===== src/rtl/bcd_predet_pkg.sv =====
// Package: shared constants and the register-select encoding for the
// predetermining BCD counter. Assumes 4-bit BCD decades.
package bcd_predet_pkg;
    localparam int NIB_W = 4;

    typedef enum logic [1:0] {
        SEL_NONE   = 2'b00,
        SEL_EARLY  = 2'b01,
        SEL_TERM   = 2'b10,
        SEL_RELOAD = 2'b11
    } store_sel_e;
endpackage


===== src/rtl/cnt_edge_sync.sv =====
// Module: cnt_edge_sync
// Brings an asynchronous count line into the clock domain through a
// synchroniser chain. Emits a one-cycle pulse per rising edge.
// Assumes STAGES >= 2 and input pulses of at least two clocks high and low.
module cnt_edge_sync #(
    parameter int STAGES = 2
) (
    input  logic clk,
    input  logic rst_n,
    input  logic async_in,
    output logic rise_pulse
);
    logic [STAGES-1:0] sync_q;
    logic              last_q;

    // Shift the raw input through the synchroniser and keep one delayed copy.
    always_ff @(posedge clk) begin
        if (!rst_n) begin
            sync_q <= '0;
            last_q <= 1'b0;
        end else begin
            sync_q <= {sync_q[STAGES-2:0], async_in};
            last_q <= sync_q[STAGES-1];
        end
    end

    assign rise_pulse = sync_q[STAGES-1] & ~last_q;
endmodule


===== src/rtl/bcd_store_bank.sv =====
// Module: bcd_store_bank
// Holds the early-warning, terminal and reload registers. Each is written
// one decade per clock: the select code picks the register and a one-hot
// strobe picks the decade. Assumes the bus carries valid BCD digits.
module bcd_store_bank
    import bcd_predet_pkg::*;
#(
    parameter int DIGITS = 6,
    localparam int W = NIB_W * DIGITS
) (
    input  logic             clk,
    input  logic             rst_n,
    input  logic [1:0]       store_sel,
    input  logic [NIB_W-1:0] data_nib,
    input  logic [DIGITS-1:0] digit_stb,
    output logic [W-1:0]     early_val,
    output logic [W-1:0]     term_val,
    output logic [W-1:0]     reload_val
);
    localparam int NREG = 3;

    logic [W-1:0] regs_q [NREG];

    for (genvar g = 0; g < NREG; g++) begin : g_reg
        for (genvar d = 0; d < DIGITS; d++) begin : g_dig
            // Capture the bus into this decade when selected and strobed.
            always_ff @(posedge clk) begin
                if (!rst_n)
                    regs_q[g][NIB_W*d +: NIB_W] <= '0;
                else if (store_sel == 2'(g + 1) && digit_stb[d])
                    regs_q[g][NIB_W*d +: NIB_W] <= data_nib;
            end
        end
    end

    assign early_val  = regs_q[int'(SEL_EARLY)  - 1];
    assign term_val   = regs_q[int'(SEL_TERM)   - 1];
    assign reload_val = regs_q[int'(SEL_RELOAD) - 1];
endmodule


===== src/rtl/bcd_updown_core.sv =====
// Module: bcd_updown_core
// Six-decade (parameterised) BCD up/down counter with clear, manual load,
// automatic clear at the terminal value (up) and automatic reload at zero
// (down). Priority: clear, load, automatic action, hold, count step.
module bcd_updown_core
    import bcd_predet_pkg::*;
#(
    parameter int DIGITS = 6,
    localparam int W = NIB_W * DIGITS
) (
    input  logic         clk,
    input  logic         rst_n,
    input  logic         step,
    input  logic         dir_up,
    input  logic         count_hold,
    input  logic         clear_req,
    input  logic         load_req,
    input  logic         no_auto_clear,
    input  logic         no_auto_reload,
    input  logic [W-1:0] reload_val,
    input  logic [W-1:0] term_val,
    output logic [W-1:0] count_q
);
    logic [W-1:0]      up_val, dn_val;
    logic [DIGITS-1:0] cy, bw;
    logic              auto_up, auto_dn;

    assign cy[0] = 1'b1;
    assign bw[0] = 1'b1;

    for (genvar d = 0; d < DIGITS; d++) begin : g_dec
        logic [NIB_W-1:0] dig;
        assign dig = count_q[NIB_W*d +: NIB_W];
        assign up_val[NIB_W*d +: NIB_W] = !cy[d] ? dig : (dig == 4'd9) ? 4'd0 : dig + 4'd1;
        assign dn_val[NIB_W*d +: NIB_W] = !bw[d] ? dig : (dig == 4'd0) ? 4'd9 : dig - 4'd1;
        if (d < DIGITS - 1) begin : g_chain
            assign cy[d+1] = cy[d] & (dig == 4'd9);
            assign bw[d+1] = bw[d] & (dig == 4'd0);
        end
    end

    assign auto_up = dir_up & ~no_auto_clear & (count_q == term_val);
    assign auto_dn = ~dir_up & ~no_auto_reload & (count_q == '0);

    // Select the next count by priority.
    always_ff @(posedge clk) begin
        if (!rst_n)          count_q <= '0;
        else if (clear_req)  count_q <= '0;
        else if (load_req)   count_q <= reload_val;
        else if (auto_up)    count_q <= '0;
        else if (auto_dn)    count_q <= reload_val;
        else if (count_hold) count_q <= count_q;
        else if (step)       count_q <= dir_up ? up_val : dn_val;
    end
endmodule


===== src/rtl/bcd_match_flags.sv =====
// Module: bcd_match_flags
// Compares the count with the early-warning and terminal registers and
// with zero, and registers the results so the flags are glitch-free.
module bcd_match_flags
    import bcd_predet_pkg::*;
#(
    parameter int DIGITS = 6,
    localparam int W = NIB_W * DIGITS
) (
    input  logic         clk,
    input  logic         rst_n,
    input  logic [W-1:0] count_q,
    input  logic [W-1:0] early_val,
    input  logic [W-1:0] term_val,
    output logic         early_flag,
    output logic         term_flag,
    output logic         zero_flag
);
    // Register the three equality results.
    always_ff @(posedge clk) begin
        if (!rst_n) begin
            early_flag <= 1'b0;
            term_flag  <= 1'b0;
            zero_flag  <= 1'b0;
        end else begin
            early_flag <= (count_q == early_val);
            term_flag  <= (count_q == term_val);
            zero_flag  <= (count_q == '0);
        end
    end
endmodule


===== src/rtl/bcd_predet_counter.sv =====
// Module: bcd_predet_counter
// Top level: the count synchroniser, the register bank, the counter core
// and the flag compare, wired together. Assumes count_in pulses last at
// least two clocks high and two clocks low.
module bcd_predet_counter
    import bcd_predet_pkg::*;
#(
    parameter int DIGITS      = 6,
    parameter int SYNC_STAGES = 2,
    localparam int W = NIB_W * DIGITS
) (
    input  logic              clk,
    input  logic              rst_n,
    input  logic              count_in,
    input  logic              dir_up,
    input  logic              count_hold,
    input  logic              clear_req,
    input  logic              load_req,
    input  logic              no_auto_clear,
    input  logic              no_auto_reload,
    input  logic [NIB_W-1:0]  data_nib,
    input  logic [1:0]        store_sel,
    input  logic [DIGITS-1:0] digit_stb,
    output logic [W-1:0]      count_val,
    output logic              early_flag,
    output logic              term_flag,
    output logic              zero_flag
);
    logic         step_pulse;
    logic [W-1:0] early_val, term_val, reload_val;

    cnt_edge_sync #(.STAGES(SYNC_STAGES)) sync_i (
        .clk        (clk),
        .rst_n      (rst_n),
        .async_in   (count_in),
        .rise_pulse (step_pulse)
    );

    bcd_store_bank #(.DIGITS(DIGITS)) store_i (
        .clk        (clk),
        .rst_n      (rst_n),
        .store_sel  (store_sel),
        .data_nib   (data_nib),
        .digit_stb  (digit_stb),
        .early_val  (early_val),
        .term_val   (term_val),
        .reload_val (reload_val)
    );

    bcd_updown_core #(.DIGITS(DIGITS)) core_i (
        .clk            (clk),
        .rst_n          (rst_n),
        .step           (step_pulse),
        .dir_up         (dir_up),
        .count_hold     (count_hold),
        .clear_req      (clear_req),
        .load_req       (load_req),
        .no_auto_clear  (no_auto_clear),
        .no_auto_reload (no_auto_reload),
        .reload_val     (reload_val),
        .term_val       (term_val),
        .count_q        (count_val)
    );

    bcd_match_flags #(.DIGITS(DIGITS)) flags_i (
        .clk        (clk),
        .rst_n      (rst_n),
        .count_q    (count_val),
        .early_val  (early_val),
        .term_val   (term_val),
        .early_flag (early_flag),
        .term_flag  (term_flag),
        .zero_flag  (zero_flag)
    );
endmodule


===== config.mk =====
export PLATFORM = sky130hd
export DESIGN_NAME = bcd_predet_counter
export DESIGN_NICKNAME = d
export VERILOG_FILES = /design/src/rtl/bcd_predet_pkg.sv /design/src/rtl/cnt_edge_sync.sv /design/src/rtl/bcd_store_bank.sv /design/src/rtl/bcd_updown_core.sv /design/src/rtl/bcd_match_flags.sv /design/src/rtl/bcd_predet_counter.sv
export SDC_FILE = /design/constraint.sdc
export NUM_CORES = 1
export LEC_CHECK = 0
export CAP_MARGIN = 20
export CORE_UTILIZATION = 59
export DETAILED_ROUTE_END_ITERATION = 10
export GPL_TIMING_DRIVEN = 0
export PLACE_DENSITY = 0.78
export SYNTH_ARGS = -nofsm -noshare
export SYNTH_HDL_FRONTEND = slang
export SYNTH_SLANG_ARGS = --single-unit

===== constraint.sdc =====
create_clock -name clk -period 3 [get_ports clk]
set_input_delay 0.45 -clock clk [delete_from_list [all_inputs] [get_ports clk]]
set_output_delay 0.45 -clock clk [all_outputs]
set_load 0.05 [all_outputs]

==> results by group, run 1 <==
Outcome
  • Status: finished, final reports clean

Final layout
  • Area growth from synthesis to layout: 14.33%
  • Share of post-route cells with drive strength above 1: 7.638%
  • ANT cells: 0
  • Fill cell count: 784
  • Nets: 741
  • Finished Core Util: 70.43%

Die
  • Rows: 36
  • Die area: 0.01076 mm^2
  • Chip height: 103.7 um
  • # IOs: 48
  • Initial Util: 61.60%
  • Die Width: 103.7 um
  • Core area: 0.009910 mm^2

CTS
  • CTS root buf: clkbuf_8
  • TritonCTS Buffers: 9
  • Skew-Pair Late Insertion Delay: 0.38 ns
  • Cts hold-fix bufs: 0
  • Clk buf depth: 2
  • # H-tree levels: 3
  • CTS tree: yes
  • Clk slew on worst S/H paths: 0.09 ns
  • TritonCTS Sinks: 102

Global routing
  • Antenna violations before repair: 0
  • Gr ovfl total: 0
  • Gr usage total: 35.05%
  • Global-route wire length before repair: 27990 um
  • Vias in the first global route: 5065
  • Largest net degree at the start of global routing: 17

Drt
  • Drt via density: 6.382
  • WL/cell: 22.04 um
  • Pre-antenna DRT Iters: 6
  • Routed wire length: 18510 um
  • 1st-iter DRT viols: 527
  • DR vias: 5361
  • # DRC: 0
  • Final ANT Viol Nets: 0

Hold path
  • Hold path start: sync_i.sync_q[0]
  • Worst hold path type: flop to flop
  • End of the worst hold path: sync_i.sync_q[1]
  • Hold Path Stages: 1

Critical path
  • Worst reg2reg startpoint: core_i.count_q[1]
  • Crit path kind: flop to flop
  • Crit Path Max Fanout: 8
  • Critical path's slowest cell: o21ai_0
  • WP data arrival: 3.10 ns
  • CP required: 3.24 ns
  • FF-to-FF End: core_i.count_q[21]
  • CP Capture Type: flop
  • Worst Reg2Reg Path Length in Cells: 11
  • CP Launch Point: core_i.count_q[1]
  • Crit-path cells: clkbuf_1 > inv_1 > ha_1 > nor2b_1 > nand4_1 > o21ai_0 > nand4_1 > and3_1 > buf_6 > a211oi_2 > a211oi_2
  • Reg2reg setup slack: 0.14 ns
  • Max stage delay on crit path: 0.39 ns
  • Crit start category: flop

Power and ir drop
  • Sw frac: 30.61%
  • Max IR drop VDD: 0.3222 mV
  • Sw Pwr: 0.9572 mW
  • Clk pwr share: 25.6%
  • Power, Total: 3.127 mW
  • Sequential share of power: 53.3%
  • Leak: 2.733 nW
  • Pwr dens: 448.0 mW/mm^2
  • Pint: 2.169 mW
  • Share of total power in combinational logic: 21.1%

STA
  • Min Tclk post-route: 2.857 ns
  • Final Max Slew Viols: 0
  • Final hold violations: 0
  • Setup slack after layout: 0.1431 ns
  • Max frequency: 350.0 MHz
  • Clock skew: 0.009624 ns
  • Worst slew margin: 48.33%
  • Fin crit share: 95.23%
  • Slew of the pin with the lowest slew margin: 0.7750 ns
  • Total negative setup slack: 0 ns
  • Final setup viols: 0

Run
  • Max_cap viols: 0

Synth
  • Synth async-reset ratio: 0%
  • Syn nets: 679
  • YS warnings: 0
  • Mux contribution to synthesized area: 1.640%
  • Synth Area in Adders: 3.689%
  • Largest family of logic cells by synthesized area: simple AND/OR/NAND/NOR gates
  • Most used DFF post-synth: edfxtp_1
  • Post-Syn Area: 0.006105 mm^2
  • Post-synth EDFFs: 72
  • Syn Inst Count: 640
  • Register area share after synthesis: 45.26%
  • Complex-gate fraction of the synthesized area: 12.73%
  • Syn_area_per_cell: 9.538 um^2
  • Netlist cell types: 59
  • Simple-gate share of the synthesized area: 24.12%
  • Synth Area in XOR/XNOR: 7.747%
  • Post-synthesis register bit count: 102

Placed design
  • GP Congestion: 0.9849
  • Post-DP HPWL: 13430 um
  • Worst slack, placed: -0.3838 ns
  • Buffers on Ports: 46
## synthesized netlist by cell type, types with 13 or more instances
master,number,area [um^2]
and3_1,77,481.7
edfxtp_1,72,2162
nand2_1,66,247.7
clkbuf_1,44,165.2
xnor2_1,36,315.3
a21oi_1,34,170.2
dfxtp_1,30,600.6
nor2_1,29,108.9
o21ai_0,27,135.1
nand3_1,23,115.1
ha_1,18,225.2
xor2_1,18,157.7
inv_1,17,63.81
nor2b_1,14,87.58
nor3_1,14,70.07
nand4_1,13,81.33
## critical path, delay by kind of cell (launching register included)
family | cells | cell delay (ns)
and+or+nand+nor | 4 | 0.94
AOI/OAI and AO/OA | 3 | 0.68
adders and majority gates | 1 | 0.20
DFF | 1 | 0.34
buffers and inverters | 3 | 0.56
## flip-flops by register name (all words and copies together), names as in the netlist
register,count
core_i.count_q,24
flags_i.early_flag,1
flags_i.term_flag,1
flags_i.zero_flag,1
store_i.regs_q,72
sync_i.last_q,1
sync_i.sync_q,2
## power by group through the flow
stage	logic (mW)	registers, mW	clock network, mW
floorplan	0.371	1.73	0
global placement	0.617	1.69	0
finish	0.659	1.67	0.802
global route	0.701	1.67	0.838
CTS	0.639	1.66	0.785
detailed placement	0.628	1.69	0
## routing by layer
layer  global-route usage [%]  wire length (um)  up-vias
met4                    19.80               898        0
met2                    56.71              8692      313
met3                    4.846              1654       74
met5                        0                 0        -
li1                         -                 -     2434
met1                    45.47              7266     2540
## cell families after synthesis
family | Yosys count
and+or+nand+nor | 274
AOI/OAI and AO/OA | 115
DFF | 102
buffers and inverters | 72
xor gates and xnor gates | 54
adders and majority gates | 18
muxes | 5
## timing repair
action                                  CTS  global route
endpoints found under the setup margin   23            22
pin swaps                                 3             1
gates resized for setup                   3             9
buffers inserted                          3             3
## stage by stage
stage	instances	hold slack [ns]	instance area, um^2
final	840	0.4419	6979
after global routing	840	0.4742	6979
after CTS	838	0.4411	6932
after detailed placement	819	0.4200	6731
after global placement	819	0.4192	6731
after floorplan	640	0.4119	6105
## how the worst max path moves through the flow
| stage | to | depth (start not counted) | slack, ns |
|---|---|---|---|
| 2_1_floorplan | core_i.count_q[21] | 11 | 0.14 |
| 3_3_place_gp | core_i.count_q[21] | 11 | -0.31 |
| 3_5_place_dp | core_i.count_q[21] | 11 | -0.38 |
| 4_1_cts | core_i.count_q[21] | 11 | 0.01 |
| 5_1_grt | core_i.count_q[9] | 13 | -0.003 |
| 6_report | core_i.count_q[21] | 11 | 0.14 |
## layout by cell type (no fill, tap or decap), types with 4 or more instances in the layout
cell type         n
a211oi_1          6
nand4_1          13
o21ai_0          27
a32oi_1           5
nand2_1          66
mux4_2            4
a31oi_1           4
buf_2             4
nand3_1          22
xor2_1           18
a21oi_1          34
inv_1            17
buf_4             7
xnor2_1          36
nor2_1           28
clkbuf_1         43
nand2b_1          9
clkdlybuf4s50_1  46
nor2b_1          14
o31ai_1           5
edfxtp_1         72
and2_1            5
ha_1             18
nor4_1            5
dfxtp_1          28
and3_1           77
nor3_1           14
clkbuf_8         10
buf_1             4
## layout make-up
type / count / area (um^2) / area share [%]
timing repair buffer: 52 / 505.5 / 7.243
buffer: 54 / 230.2 / 3.299
clock buffer: 13 / 148.9 / 2.133
multi-input combinational: 466 / 3078 / 44.10
sequential: 102 / 2765 / 39.62
inverter: 17 / 63.81 / 0.9143
clock inverter: 3 / 21.27 / 0.3048
tap: 133 / 166.4 / 2.384
Power figures use the tool's default switching activity.
==> inputs of run 2 (changes only) <==
- CTS_CLUSTER_DIAMETER: not set -> 100
==> results of run 2 <==
The final DEF is identical to that of run 1; final timing and power are the same.
